--- config.mk ---
export PLATFORM = sky130hd
export DESIGN_NAME = sw2_cell
export DESIGN_NICKNAME = d
export VERILOG_FILES = /design/src/rtl/sw2_pkg.sv /design/src/rtl/sw2_req_map.sv /design/src/rtl/sw2_out_arb.sv /design/src/rtl/sw2_fork_track.sv /design/src/rtl/sw2_cell.sv
export SDC_FILE = /design/constraint.sdc
export NUM_CORES = 1
export LEC_CHECK = 0
export BUFFER_PORTS_ARGS = -buffer_cell sky130_fd_sc_hd__clkbuf_2
export CAP_MARGIN = 20
export CORE_AREA = 5 5 83 85
export CTS_CLUSTER_SIZE = 20
export DETAILED_ROUTE_END_ITERATION = 8
export DIE_AREA = 0 0 88 90
export GPL_TIMING_DRIVEN = 0
export PLACE_DENSITY = 0.76
export RECOVER_POWER = 25
export SLEW_MARGIN = 40
export SYNTH_ARGS = -nofsm -noshare
export SYNTH_HDL_FRONTEND = slang
export SYNTH_SLANG_ARGS = --single-unit
export TNS_END_PERCENT = 100
--- constraint.sdc ---
create_clock -name clk -period 1.7 [get_ports clk]
set_input_delay 0.085 -clock clk [delete_from_list [all_inputs] [get_ports clk]]
set_output_delay 0.085 -clock clk [all_outputs]
set_load 0.05 [all_outputs]
--- src/rtl/sw2_pkg.sv ---
package sw2_pkg;

  typedef enum logic [1:0] {
    ST_STRAIGHT = 2'd0,
    ST_SWAPPED  = 2'd1,
    ST_BC_UPPER = 2'd2,
    ST_BC_LOWER = 2'd3
  } sw_state_e;

  // Outputs requested by input idx in a fixed state (bit k = output k).
  function automatic logic [1:0] fixed_reqs(input sw_state_e st, input logic idx,
                                            input logic vld);
    logic [1:0] r;
    case (st)
      ST_STRAIGHT: r = idx ? 2'b10 : 2'b01;
      ST_SWAPPED:  r = idx ? 2'b01 : 2'b10;
      ST_BC_UPPER: r = idx ? 2'b00 : 2'b11;
      default:     r = idx ? 2'b11 : 2'b00;
    endcase
    return vld ? r : 2'b00;
  endfunction

  // Output requested by a self-routed input from its selected module bit.
  function automatic logic [1:0] auto_reqs(input logic dir_bit, input logic vld);
    if (!vld) return 2'b00;
    return dir_bit ? 2'b10 : 2'b01;
  endfunction

  // True for the input that a broadcast state silences.
  function automatic logic bc_silenced(input sw_state_e st, input logic idx);
    return (st == ST_BC_UPPER && idx) || (st == ST_BC_LOWER && !idx);
  endfunction

endpackage

--- src/rtl/sw2_req_map.sv ---
module sw2_req_map
  import sw2_pkg::*;
#(
  parameter int MSG_W     = 45,
  parameter int ROUTE_POS = 44
) (
  input  logic                  self_route,
  input  logic [1:0]            fixed_state,
  input  logic [1:0]            in_valid,
  input  logic [1:0][MSG_W-1:0] in_data,
  output logic [1:0][1:0]       req,
  output logic [1:0]            hold
);

  sw_state_e st;
  assign st = sw_state_e'(fixed_state);

  for (genvar i = 0; i < 2; i++) begin : g_in
    logic dir_bit;
    assign dir_bit = in_data[i][ROUTE_POS];
    assign req[i]  = self_route ? auto_reqs(dir_bit, in_valid[i])
                                : fixed_reqs(st, 1'(i), in_valid[i]);
    assign hold[i] = !self_route && bc_silenced(st, 1'(i));
  end

endmodule

--- src/rtl/sw2_out_arb.sv ---
module sw2_out_arb (
  input  logic       clk,
  input  logic       rst_n,
  input  logic [1:0] req,
  input  logic       out_valid,
  input  logic       out_ready,
  output logic [1:0] gnt
);

  logic prio_q;
  logic lock_vld_q;
  logic lock_src_q;
  logic contested;
  logic out_fire;
  logic out_stall;
  logic win;

  assign contested = &req;
  assign out_fire  = out_valid & out_ready;
  assign out_stall = out_valid & ~out_ready;
  assign win       = gnt[1];

  always_comb begin
    if (lock_vld_q)
      gnt = lock_src_q ? {req[1], 1'b0} : {1'b0, req[0]};
    else if (contested)
      gnt = prio_q ? 2'b10 : 2'b01;
    else
      gnt = req;
  end

  always_ff @(posedge clk) begin
    if (!rst_n) begin
      prio_q     <= 1'b0;
      lock_vld_q <= 1'b0;
      lock_src_q <= 1'b0;
    end else if (out_fire) begin
      lock_vld_q <= 1'b0;
      if (contested) prio_q <= ~win;
    end else if (out_stall) begin
      lock_vld_q <= 1'b1;
      lock_src_q <= win;
    end
  end


  grant_onehot_chk: assert property (@(posedge clk) disable iff (!rst_n)
    $onehot0(gnt));


  alt_prio_chk: assert property (@(posedge clk) disable iff (!rst_n)
    (contested && out_fire) |=> (!(&req) || (gnt[1] != $past(gnt[1]))));

endmodule

--- src/rtl/sw2_fork_track.sv ---
module sw2_fork_track (
  input  logic       clk,
  input  logic       rst_n,
  input  logic       in_valid,
  input  logic       hold,
  input  logic [1:0] req,
  input  logic [1:0] acc,
  output logic       ready,
  output logic [1:0] done
);

  logic fire;

  assign ready = !hold && (&(~req | done | acc));
  assign fire  = in_valid & ready;

  always_ff @(posedge clk) begin
    if (!rst_n)    done <= 2'b00;
    else if (fire) done <= 2'b00;
    else           done <= done | acc;
  end


  single_accept_chk: assert property (@(posedge clk) disable iff (!rst_n)
    !(|(done & acc)));

endmodule

--- src/rtl/sw2_cell.sv ---
module sw2_cell
  import sw2_pkg::*;
#(
  parameter int MOD_W     = 3,
  parameter int ADDR_W    = 8,
  parameter int OP_W      = 2,
  parameter int VAL_W     = 32,
  parameter int ROUTE_BIT = 2,
  localparam int MSG_W    = MOD_W + ADDR_W + OP_W + VAL_W
) (
  input  logic                  clk,
  input  logic                  rst_n,
  input  logic                  self_route,
  input  logic [1:0]            fixed_state,
  input  logic [1:0]            in_valid,
  output logic [1:0]            in_ready,
  input  logic [1:0][MSG_W-1:0] in_data,
  output logic [1:0]            out_valid,
  input  logic [1:0]            out_ready,
  output logic [1:0][MSG_W-1:0] out_data
);

  localparam int ROUTE_POS = VAL_W + OP_W + ADDR_W + ROUTE_BIT;

  logic [1:0][1:0] req;   // [input][output]
  logic [1:0]      hold;
  logic [1:0][1:0] gnt;   // [output][input]
  logic [1:0][1:0] done;  // [input][output]
  logic [1:0][1:0] acc;   // [input][output]

  sw2_req_map #(.MSG_W(MSG_W), .ROUTE_POS(ROUTE_POS)) u_map (
    .self_route  (self_route),
    .fixed_state (fixed_state),
    .in_valid    (in_valid),
    .in_data     (in_data),
    .req         (req),
    .hold        (hold)
  );

  for (genvar k = 0; k < 2; k++) begin : g_out
    sw2_out_arb u_arb (
      .clk       (clk),
      .rst_n     (rst_n),
      .req       ({req[1][k], req[0][k]}),
      .out_valid (out_valid[k]),
      .out_ready (out_ready[k]),
      .gnt       (gnt[k])
    );

    assign out_valid[k] = (gnt[k][0] & ~done[0][k]) | (gnt[k][1] & ~done[1][k]);
    assign out_data[k]  = gnt[k][1] ? in_data[1] : in_data[0];

    for (genvar i = 0; i < 2; i++) begin : g_acc
      assign acc[i][k] = gnt[k][i] & out_valid[k] & out_ready[k];
    end


    route_dir_chk: assert property (@(posedge clk) disable iff (!rst_n)
      (self_route && out_valid[k]) |-> (out_data[k][ROUTE_POS] == 1'(k)));


    stall_hold_chk: assert property (@(posedge clk) disable iff (!rst_n)
      (out_valid[k] && !out_ready[k]) |=> (out_valid[k] && $stable(out_data[k])));


    straight_chk: assert property (@(posedge clk) disable iff (!rst_n)
      (!self_route && fixed_state == 2'd0 && out_valid[k]) |->
        (in_valid[k] && out_data[k] == in_data[k]));
  end

  for (genvar i = 0; i < 2; i++) begin : g_in
    sw2_fork_track u_fork (
      .clk      (clk),
      .rst_n    (rst_n),
      .in_valid (in_valid[i]),
      .hold     (hold[i]),
      .req      (req[i]),
      .acc      (acc[i]),
      .ready    (in_ready[i]),
      .done     (done[i])
    );
  end

endmodule

# After elaboration in Yosys (flattened, before gate mapping)
# Cells that the tools add are included.
[totals]
input_bits = 99
register_bits = 10
wordCells = 90
output_inout_bits = 94
[op_classes]
reduce_logical = 20
n_bitwise = 39
muxes = 20
n_eq_ne = 3
[op_table]
columns = ["operator", "count"]
rows = [
  ["2-to-1 mux 45 bit", 2],
  ["2-to-1 mux 2 bit", 16],
  ["AND 1 bit", 18],
  ["bitwise OR 2 bit", 6],
  ["one-hot mux 2 bit (3 select lines)", 2],
  ["AND reduction 2 bit", 6],
  ["NOT 1 bit", 11],
  ["OR reduction 2 bit", 4],
  ["AND reduction 3 bit", 2],
  ["== test 2 bit, second input constant", 2],
  ["logical AND 1 bit", 4],
  ["NOT 2 bit", 2],
  ["zero test 1 bit", 3],
  ["== test 2 x 1 -> 1 bit, second input constant", 1],
  ["zero test 2 bit", 1],
  ["bitwise OR 1 bit", 2],
]

# Logic depth before layout (Yosys ltp)
# Gate-level depths: netlist of the first run.
[logic_depth]
depth_word = 16
depth_mapped = 8
ltp_nobuf = 7

# Modules after synthesis
# From an unflattened synthesis of the first run, not the netlist that was laid out.
[hier_totals]
cells_unflattened = 196
hier_area_um2 = 2109.5
[modules_own_cells]
columns = ["mod", "seq_area_each_um2", "n_inst", "area_each_um2", "cells_each"]
rows = [
  ["sw2_cell", 0.0, 1, 1398.8, 114],
  ["sw2_out_arb", 60.1, 2, 181.4, 21],
  ["sw2_fork_track", 40.0, 2, 92.6, 10],
  ["sw2_req_map", 0.0, 1, 162.7, 20],
]

# Least setup slack after synthesis of the first run
# No wires, ideal clock.
[synth_timing]
path_type = "input port to output port"
start = "input port fixed_state[0]"
end = "output port out_data[50] (netlist name)"
t_required_ps = 1615
n_path_buf = 2
arrival_time_ps = 1863
path_stages = 8
slack_ps = -248
path_cell_list = "inv_1 ha_1 mux2_4 nand3_2 and3_1 buf_2 buf_6 mux2_1"
[synth_rtl]
columns = ["item", "line_no", "text"]
rows = [
  ["start, declared", "sw2_cell.sv:14", "input logic [1:0] fixed_state,"],
  ["end, declared", "sw2_cell.sv:20", "output logic [1:0][MSG_W-1:0] out_data"],
]

==> results of run 1 <==
sequential cells by signal (all words and copies together) (netlist names):
signal and count:
g_in.u_fork.done 4, g_out.u_arb.lock_src_q 2, g_out.u_arb.lock_vld_q 2, g_out.u_arb.prio_q 2
cell type report:
| class | count | area share (%) |
|---|---|---|
| antenna | 1 | 0.05260 |
| buffer | 12 | 3.840 |
| clock buffer | 4 | 1.157 |
| inverter | 8 | 1.052 |
| multi-input combinational | 166 | 39.32 |
| sequential | 10 | 4.498 |
| tap | 77 | 2.025 |
| timing repair buffer | 222 | 48.05 |
cell usage in the layout (no fill, tap or decap), types with 4 or more instances in the layout:
master	n
buf_6	20
clkbuf_2	94
buf_4	22
a211oi_1	4
and2_1	4
nand2_1	8
a21oi_1	5
buf_12	8
inv_1	6
mux2_2	46
clkbuf_16	11
clkbuf_8	6
mux2_4	45
dfxtp_1	5
buf_8	76
ha_1	4
per-stage QoR:
stage | setup slack (ns) | hold slack (ns) | utilization [%]
after detailed placement | -0.4579 | 0.3750 | 51.52
after global placement | -0.4511 | 0.3690 | 51.52
after floorplan | -0.01050 | 0.1805 | -
final | -0.2866 | 0.1487 | 77.58
after global routing | -0.3143 | 0.1571 | 77.58
after CTS | -0.2486 | 0.1171 | 72.96
synthesized netlist by cell type, types with 2 or more instances:
master and number:
a211oi_1 5, a31oi_1 3, nand2_1 9, mux2_1 68
ha_1 5, a41o_1 2, buf_2 3, and3_1 3
nand3_1 3, buf_4 7, buf_6 6, dfxtp_1 10
a221oi_1 3, inv_1 8, nand2b_1 2, mux2_2 22
a21oi_1 5, o21ai_0 3, and2_1 5, mux2i_1 3
nor2_1 6
repair_timing:
item / 4_1_cts / 5_1_grt
setup endpoints to repair: 94 / 97
hold buffers: 0 / 0
pin swaps: 6 / 5
resized for setup: 232 / 127
gates cloned: 3 / 3
buffers inserted: 22 / 7
power by group through the flow:
stage | combinational (µW) | clock [µW] | sequential (µW)
6_report | 2580 | 304 | 270
5_1_grt | 2640 | 322 | 272
4_1_cts | 2300 | 314 | 268
3_5_place_dp | 1750 | 0 | 267
3_3_place_gp | 1730 | 0 | 266
2_1_floorplan | 1350 | 0 | 263
metal layers:
layer	track usage (%)	up-vias
li1	-	1212
met1	24.90	1396
met2	49.18	147
met3	6.307	45
met4	8.824	0
met5	0	-
cells by family after synthesis:
logic type / count (synthesis) / synth area share [%]
mux: 94 / 54.90
compound gates: 35 / 14.15
simple gates: 32 / 8.566
buf+inv: 25 / 8.760
flops: 10 / 10.38
fa+ha+maj: 5 / 3.245
worst paths after layout:
kind | from | slack (ns) | end
max reg2reg | g_out[0].u_arb.lock_vld_q$_SDFFE_PP0P_ | 0.03 | g_out[0].u_arb.lock_vld_q$_SDFFE_PP0P_
min reg2reg | g_out[0].u_arb.lock_src_q$_SDFFE_PN0P_ | 0.51 | g_out[0].u_arb.lock_src_q$_SDFFE_PN0P_
min | rst_n | 0.15 | g_out[1].u_arb.lock_vld_q$_SDFFE_PP0P_
max | g_out[0].u_arb.lock_vld_q$_SDFFE_PP0P_ | -0.29 | out_data[22]
worst max-delay path, delay by kind of cell (launching register included):
family                 cells  cell delay [ns]
and+or+nand+nor            2             0.21
DFF                        1             0.39
AOI/OAI and AO/OA          1             0.25
buffers and inverters      3             0.50
muxes                      1             0.30
==> impl_metrics.toml, run 1 <==
[die]
row_count = 29
dieArea_um2 = 7920
fp.dieH_um = 90
dieWidth_um = 88
ios = 193
core_um2 = 6132
start_util_pct = 31.44

[route]
drc_errors = 0
routed-wl-met3_um = 895
postRouteAntennaNets = 0
wl_met1_mm = 3.945
wl_met2_mm = 6.766
wl_per_cell_um = 24.41
dr.pass1.iters = 4
top_layer_used = "met4"
via_count = 2800
via_per_inst = 5.600
wl_mm = 12.21
dr.first_iter.drc_count = 99

[placed_design]
gp_congestion = 0.8910
dp_hpwl_mm = 6.755
placed_area_um2 = 3159
dpl.cell_count = 468
portBuffers = 190

[synth]
synth_ff_type = "dfxtp_1"
yosysUniqueCellTypes = 41
synth_warnings = 0
synth_edf_count = 0
netlist.top_cell.by_area = "mux2_1"
syn_area_um2 = 1928
synth_top_area_share_pct = 39.71
ys_seq_area_share_pct = 10.38
yosys-top-cells-area = "mux2_1 (40%), mux2_2 (13%), dfxtp_1 (10%), buf_6 (3.5%), ha_1 (3.2%)"
ys_ff_latch = 10
synthesis.area_per_instance_um2 = 9.593
synth_nets = 305
netlist_instances = 201
async_reset_ff_share_pct = 0

[worst_setup_path]
reg2reg_depth = 7
slowest_stage = "dfxtp_4"
worstSetupEndpointType = "output port"
path_cells = "nor2_4, a32oi_2, nand2_2, buf_12, clkbuf_16, mux2_2, buf_8"
crit_arrival_ns = 1.90
critPathKind = "flop to output port"
crit_required_ns = 1.62
max_stage_delay_ns = 0.39
worstPathMaxFanout = 8
timing.critical_path.from_type = "flop"

[sta]
report.final.slew_viol_count = 0
fin_crit_ns = 1.987
finalClockSkew_ns = 0.004967
maxSlewHeadroom_pct = 63.35
finalHoldViolations = 0
period_share_pct = 116.9
setup_tns_ns = -18.79
worstMarginPinSlew_ns = 0.5412
rsz0062_at_grt = "yes"
worst_slack_ns = -0.2866
setup-violations-final = 96
fmax_mhz = 503.4

[clocking]
clock_sinks = 10
clk_pin_slew_ns = 0.05
numCtsBuffers = 3
root_buffer = "clkbuf_8"
clk_latency_ns = 0.24
cts_tree = "done"
htreeDepth = 1
cts_buffer_depth = 2

[global_route]
antenna_found_initial = 1
grt_pass1_wl_mm = 16.00
grt_overflow = 0
gr-usage-all-layers_pct = 25.30
grt_max_degree = 11
grt_pass1_vias = 2825

[layout]
final_cells = 500
seqCellArea_um2 = 214.0
area.growth.synth_to_final_pct = 146.7
fin_area_um2 = 4757
multiInputGateArea_um2 = 1871
drive_gt1_share_pct = 84.60
final_nets = 527
num-fill-cells = 353

[outcome]
violations = "setup timing"
status = "finished, violations left"

[pwr]
pwr-share-seq_pct = 8.6
p_clk_share_pct = 9.6
p_per_area_nw_per_um2 = 663.3
combPwrFrac_pct = 81.8
total_power_uw = 3155
leakagePower_uw = 0.002292
p_int_uw = 1647
ir_drop_mv = 0.5803
p_sw_share_pct = 47.82
switching_power_uw = 1509

[job]
drv_cap = 0

[min_path]
hold_path_depth = 2
hold_class = "input port to flop"
Power figures use the tool's default switching activity.
==> run 2: changes to the inputs <==
ABC_AREA = 1   (was not set)
HOLD_SLACK_MARGIN = 0.1   (was not set)
==> impl_metrics.toml, run 2 <==
[clocking]
cts_buffer_depth = 2
clock_sinks = 10
clk_pin_slew_ns = 0.05
cts_tree = "done"
root_buffer = "clkbuf_8"
htreeDepth = 1
clk_latency_ns = 0.24
numCtsBuffers = 3
hold_buffers = 0

[worst_setup_path]
critical_path_buf_inv_count = 2
crit_required_ns = 1.62
worstPathMaxFanout = 10
path_cells = "nor2_4, nor2_4, nand2_4, buf_4, o21ai_1, buf_6"
crit_arrival_ns = 1.74
critPathKind = "flop to output port"
cp_common_cell = "nor2_4"
max_stage_delay_ns = 0.40
slowest_stage = "dfxtp_1"
crit_family = "buffers and inverters"
timing.critical_path.from_type = "flop"
worstSetupEndpointType = "output port"

[synth]
synth_ff_type = "dfxtp_1"
synth_edf_count = 0
ys_ff_latch = 10
synthesis.area_per_instance_um2 = 5.221
synthTopCellsByCount = "nand2_1 (119), o21ai_0 (83), inv_1 (68)"
netlist_instances = 370
async_reset_ff_share_pct = 0
yosysUniqueCellTypes = 27
synth_nets = 474
netlist.top_cell.by_area = "nand2_1"
synthMostInstantiatedCell = "nand2_1"
synth_top_area_share_pct = 23.12
synth_warnings = 0
yosys-top-cells-area = "nand2_1 (23%), o21ai_0 (22%), inv_1 (13%), dfxtp_1 (10%), buf_6 (5.2%)"
ys_seq_area_share_pct = 10.36
syn_area_um2 = 1932

[placed_design]
dp_hpwl_mm = 6.946
portBuffers = 192
place_ws_ns = -0.3364
gp_congestion = 0.8620

[die]
fp.dieH_um = 90
core_um2 = 6132
start_util_pct = 31.50
ios = 193
row_count = 29
dieArea_um2 = 7920
dieWidth_um = 88

[layout]
final_util_pct = 79.11
final_cell_mix = "nand2_1 (106), clkbuf_2 (96), inv_1 (61)"
final_common_cell = "nand2_1"
largest_reg_flops = 4
drive_gt1_share_pct = 60.96
diodes = 0
final_nets = 689
area.growth.synth_to_final_pct = 151.1
top_register = "g_in.u_fork.done"

[route]
drc_errors = 0
dr.first_iter.drc_count = 130
wl_mm = 11.86
wl_per_cell_um = 17.94
via_count = 3462
via_per_inst = 5.238
dr.pass1.iters = 4
postRouteAntennaNets = 0

[sta]
finalHoldViolations = 0
rsz0062_at_grt = "yes"
worst_slack_ns = -0.1281
maxSlewHeadroom_pct = 69.71
finalClockSkew_ns = 0.0004145
period_share_pct = 107.5
setup-violations-final = 13
report.final.slew_viol_count = 0
fmax_mhz = 547.0
worstMarginPinSlew_ns = 0.4534
fin_crit_ns = 1.828

[global_route]
grt_pass1_vias = 3219
gr-usage-all-layers_pct = 22.88
antenna_found_initial = 0
grt_max_degree = 11
grt_overflow = 0
grt_pass1_wl_mm = 15.07

[pwr]
total_power_uw = 3795
ir_drop_mv = 0.5043
leakagePower_uw = 0.002597
p_per_area_nw_per_um2 = 782.3

[min_path]
hold_class = "input port to flop"

[outcome]
status = "finished, violations left"
violations = "setup timing"

[job]
drv_cap = 0
==> run 2: changes by cell type after synthesis, sizes merged, moves of 6 or more <==
| cell | previous run | this run |
|---|---|---|
| inv | 8 | 70 |
| mux2 | 91 | 0 |
| o21ai | 3 | 92 |
| nor2 | 6 | 12 |
| nand3 | 4 | 16 |
| nand2 | 9 | 127 |
==> run 2: worst paths after layout <==
check                           cells after the start  slack, ns                                   start                                      to
worst max-delay path                                6      -0.13  g_out[0].u_arb.lock_src_q$_SDFFE_PN0P_                            out_data[27]
worst min-delay path                                3       0.18                                   rst_n      g_out[0].u_arb.prio_q$_SDFFE_PN0P_
worst max register to register                     10       0.22  g_out[1].u_arb.lock_vld_q$_SDFFE_PP0P_      g_out[1].u_arb.prio_q$_SDFFE_PN0P_
worst min register to register                      2       0.47  g_out[1].u_arb.lock_src_q$_SDFFE_PN0P_  g_out[1].u_arb.lock_src_q$_SDFFE_PN0P_
==> run 2: repair_timing <==
item                       4_1_cts  5_1_grt
cloned                           4        6
resized for setup              219      220
buffers inserted                 8        3
pin swaps                        4       15
setup endpoints to repair       94       94
==> run 2: cell families after synthesis <==
group                      after synthesis  share of synthesized area (%)
and+or+nand+nor                        162                          36.40
adders and majority gates                5                          3.238
AOI/OAI and AO/OA                      100                          26.81
buffers and inverters                   93                          23.19
DFF                                     10                          10.36
==> run 2: area by class of cell <==
type	instances	area, µm²
repair buffers	211	2078
multi-input cells	268	1857
fillers	380	1281
plain buffers	21	282.8
inverters	70	272.8
flip-flops and latches	10	209.0
well taps	77	96.34
clock buffers	4	55.05
==> run 2: routing by layer <==
| metal | vias up | track usage (%) | wire length (µm) |
|---|---|---|---|
| li1 | 1594 | - | - |
| met1 | 1630 | 25.90 | 4144 |
| met2 | 196 | 42.46 | 6381 |
| met3 | 42 | 4.022 | 895 |
| met4 | 0 | 6.522 | 438 |
| met5 | - | 0 | 0 |
==> run 2: power by group <==
group | switching (µW) | internal [µW]
clock network | 107 | 205
logic | 1940 | 1280
registers | 14.5 | 248
total | 2060 | 1730
==> run 2: worst min-delay path: stages <==
cell      delay [ns]
clkbuf_2        0.15
nand2_1         0.10
nor2_1          0.04
==> run 2: metrics by stage <==
stage	hold slack [ns]	instance area, µm²	setup TNS [ns]	cells
2_1_floorplan	0.2057	2097	-8.999	370
3_3_place_gp	0.3922	3154	-9.374	639
3_5_place_dp	0.3896	3154	-11.45	639
4_1_cts	0.1400	4185	-0.4635	655
5_1_grt	0.1850	4851	-2.133	661
6_report	0.1814	4851	-0.4064	661
==> run 3: changes to the inputs <==
clock period = 1.65 ns   (was 1.7 ns; I/O delays follow)
==> impl_metrics.toml, run 3 (synthesized netlist as in run 2, its figures left out) <==
[outcome]
status = "finished, violations left"
violations = "setup timing"

[min_path]
holdPathEnd = "g_out[0].u_arb.prio_q$_SDFFE_PN0P_"
hold_class = "input port to flop"
worstHoldStart = "rst_n"
hold_path_depth = 3

[clocking]
htreeDepth = 1
clock_sinks = 10
cts_buffer_depth = 2
cts_tree = "done"
numCtsBuffers = 3
clk_pin_slew_ns = 0.06
clk_latency_ns = 0.24
root_buffer = "clkbuf_8"

[route]
via_count = 3630
postRouteAntennaNets = 0
via_per_inst = 5.394
drc_errors = 0
wl_mm = 13.88
dr.first_iter.drc_count = 136
wl_per_cell_um = 20.62
dr.pass1.iters = 5

[worst_setup_path]
cp_common_cell = "nor2_4"
slowest_stage = "dfxtp_4"
path_cells = "inv_4, nor2_4, nor2_4, buf_12, nand2_8, clkbuf_16, o21ai_4, buf_8"
timing.critical_path.from_type = "flop"
crit_arrival_ns = 1.67
r2r_slack_ns = 0.15
critical_path_buf_inv_count = 4
crit_family = "buffers and inverters"
worstSetupEndpointType = "output port"
crit_required_ns = 1.57
reg2reg_depth = 10
critPathKind = "flop to output port"
max_stage_delay_ns = 0.36
worstPathMaxFanout = 5
timing.rr.start = "g_out[1].u_arb.lock_vld_q$_SDFFE_PP0P_"
r2r_end = "g_out[1].u_arb.lock_vld_q$_SDFFE_PP0P_"

[placed_design]
gp_congestion = 0.8620
dp_hpwl_mm = 6.946
portBuffers = 192
place_ws_ns = -0.3814
placed_area_um2 = 3154

[die]
ios = 193
row_count = 29
start_util_pct = 31.50
dieArea_um2 = 7920
core_um2 = 6132
dieWidth_um = 88
fp.dieH_um = 90

[layout]
area.growth.synth_to_final_pct = 180.6
largest_reg_flops = 4
diodes = 0
final_cell_mix = "clkbuf_2 (96), buf_8 (84), inv_1 (62)"
drive_gt1_share_pct = 72.99
top_register = "g_in.u_fork.done"
fin_area_um2 = 5421
final_nets = 701
final_common_cell = "clkbuf_2"
num-fill-cells = 261

[sta]
fin_crit_ns = 1.748
period_share_pct = 105.9
worst_slack_ns = -0.09817
setup_tns_ns = -3.673
finalHoldViolations = 0
rsz0062_at_grt = "yes"
setup-violations-final = 85
maxSlewHeadroom_pct = 76.56
finalClockSkew_ns = 0.005826
report.final.slew_viol_count = 0
fmax_mhz = 572.0
worstMarginPinSlew_ns = 0.3509

[global_route]
gr-usage-all-layers_pct = 26.36
grt_max_degree = 11
antenna_found_initial = 0
grt_pass1_vias = 3545
grt_overflow = 0
grt_pass1_wl_mm = 16.95

[pwr]
p_int_uw = 1963
combPwrFrac_pct = 86.1
p_sw_share_pct = 53.69
total_power_uw = 4240
leakagePower_uw = 0.002787
p_per_area_nw_per_um2 = 782.0
ir_drop_mv = 0.6397
pwr-share-seq_pct = 6.3
switching_power_uw = 2276
p_clk_share_pct = 7.6

[job]
drv_cap = 0
run 3: final cells by class:
type                    instances  area [µm²]  share of cell area [%]
flip-flops and latches         10       211.5                   3.900
well taps                      77       96.34                   1.777
multi-input cells             269        2125                   39.19
clock buffers                   4       55.05                   1.015
repair buffers                222        2355                   43.43
plain buffers                  21       311.5                   5.747
inverters                      70       267.8                   4.939
run 3: through the flow:
step                      util [%]  hold WS (ns)  instances
after floorplan                  -        0.2032        370
after global placement       51.44        0.3897        639
after detailed placement     51.44        0.3871        639
after CTS                    75.39        0.1303        666
after global routing         88.41        0.1453        673
final                        88.41        0.1320        673
run 3: how the worst max path moves through the flow:
stage	startpoint	to	slack [ns]	depth (start not counted)
floorplan	g_out[0].u_arb.lock_vld_q$_SDFFE_PP0P_	out_data[0]	-0.35	6
global placement	fixed_state[1]	out_data[42]	-0.35	12
detailed placement	fixed_state[1]	out_data[42]	-0.38	12
CTS	g_out[1].u_arb.lock_src_q$_SDFFE_PN0P_	out_data[78]	-0.09	10
global route	g_out[1].u_arb.lock_src_q$_SDFFE_PN0P_	out_data[67]	-0.16	10
finish	g_out[0].u_arb.lock_vld_q$_SDFFE_PP0P_	out_data[2]	-0.1	8
run 3: worst reg2reg max path, cell delays in order (launching register included):
cell and delay (ns):
dfxtp_4 0.35, nand2_2 0.09, o21ai_2 0.07, buf_4 0.13, inv_1 0.04, nand2_1 0.06
nand3_1 0.13, o21ai_4 0.09, buf_4 0.14, or2_1 0.20, a21oi_1 0.12
run 3: power by group through the flow:
stage / clock network (µW) / logic [µW] / registers, µW
after detailed placement: 0 / 2210 / 267
after CTS: 317 / 3020 / 268
after global routing: 335 / 3760 / 269
after global placement: 0 / 2190 / 267
final: 323 / 3650 / 268
after floorplan: 0 / 1680 / 265
run 3: per-layer routing:
| layer | routed length [µm] | share of wire (%) | vias up | global-route usage, % |
|---|---|---|---|---|
| li1 | - | - | 1620 | - |
| met1 | 4722 | 34 | 1706 | 28.04 |
| met2 | 7238 | 52 | 231 | 50.19 |
| met3 | 1146 | 8.3 | 73 | 4.845 |
| met4 | 768 | 5.5 | 0 | 8.824 |
| met5 | 0 | 0 | - | 0 |
run 3: timing repair:
action                     in CTS  in global routing
cloned                         12                  5
resized for setup             304                239
setup endpoints to repair      94                 94
hold buffers                    0                  0
pin swaps                      11                 13
setup buffers                  12                  4
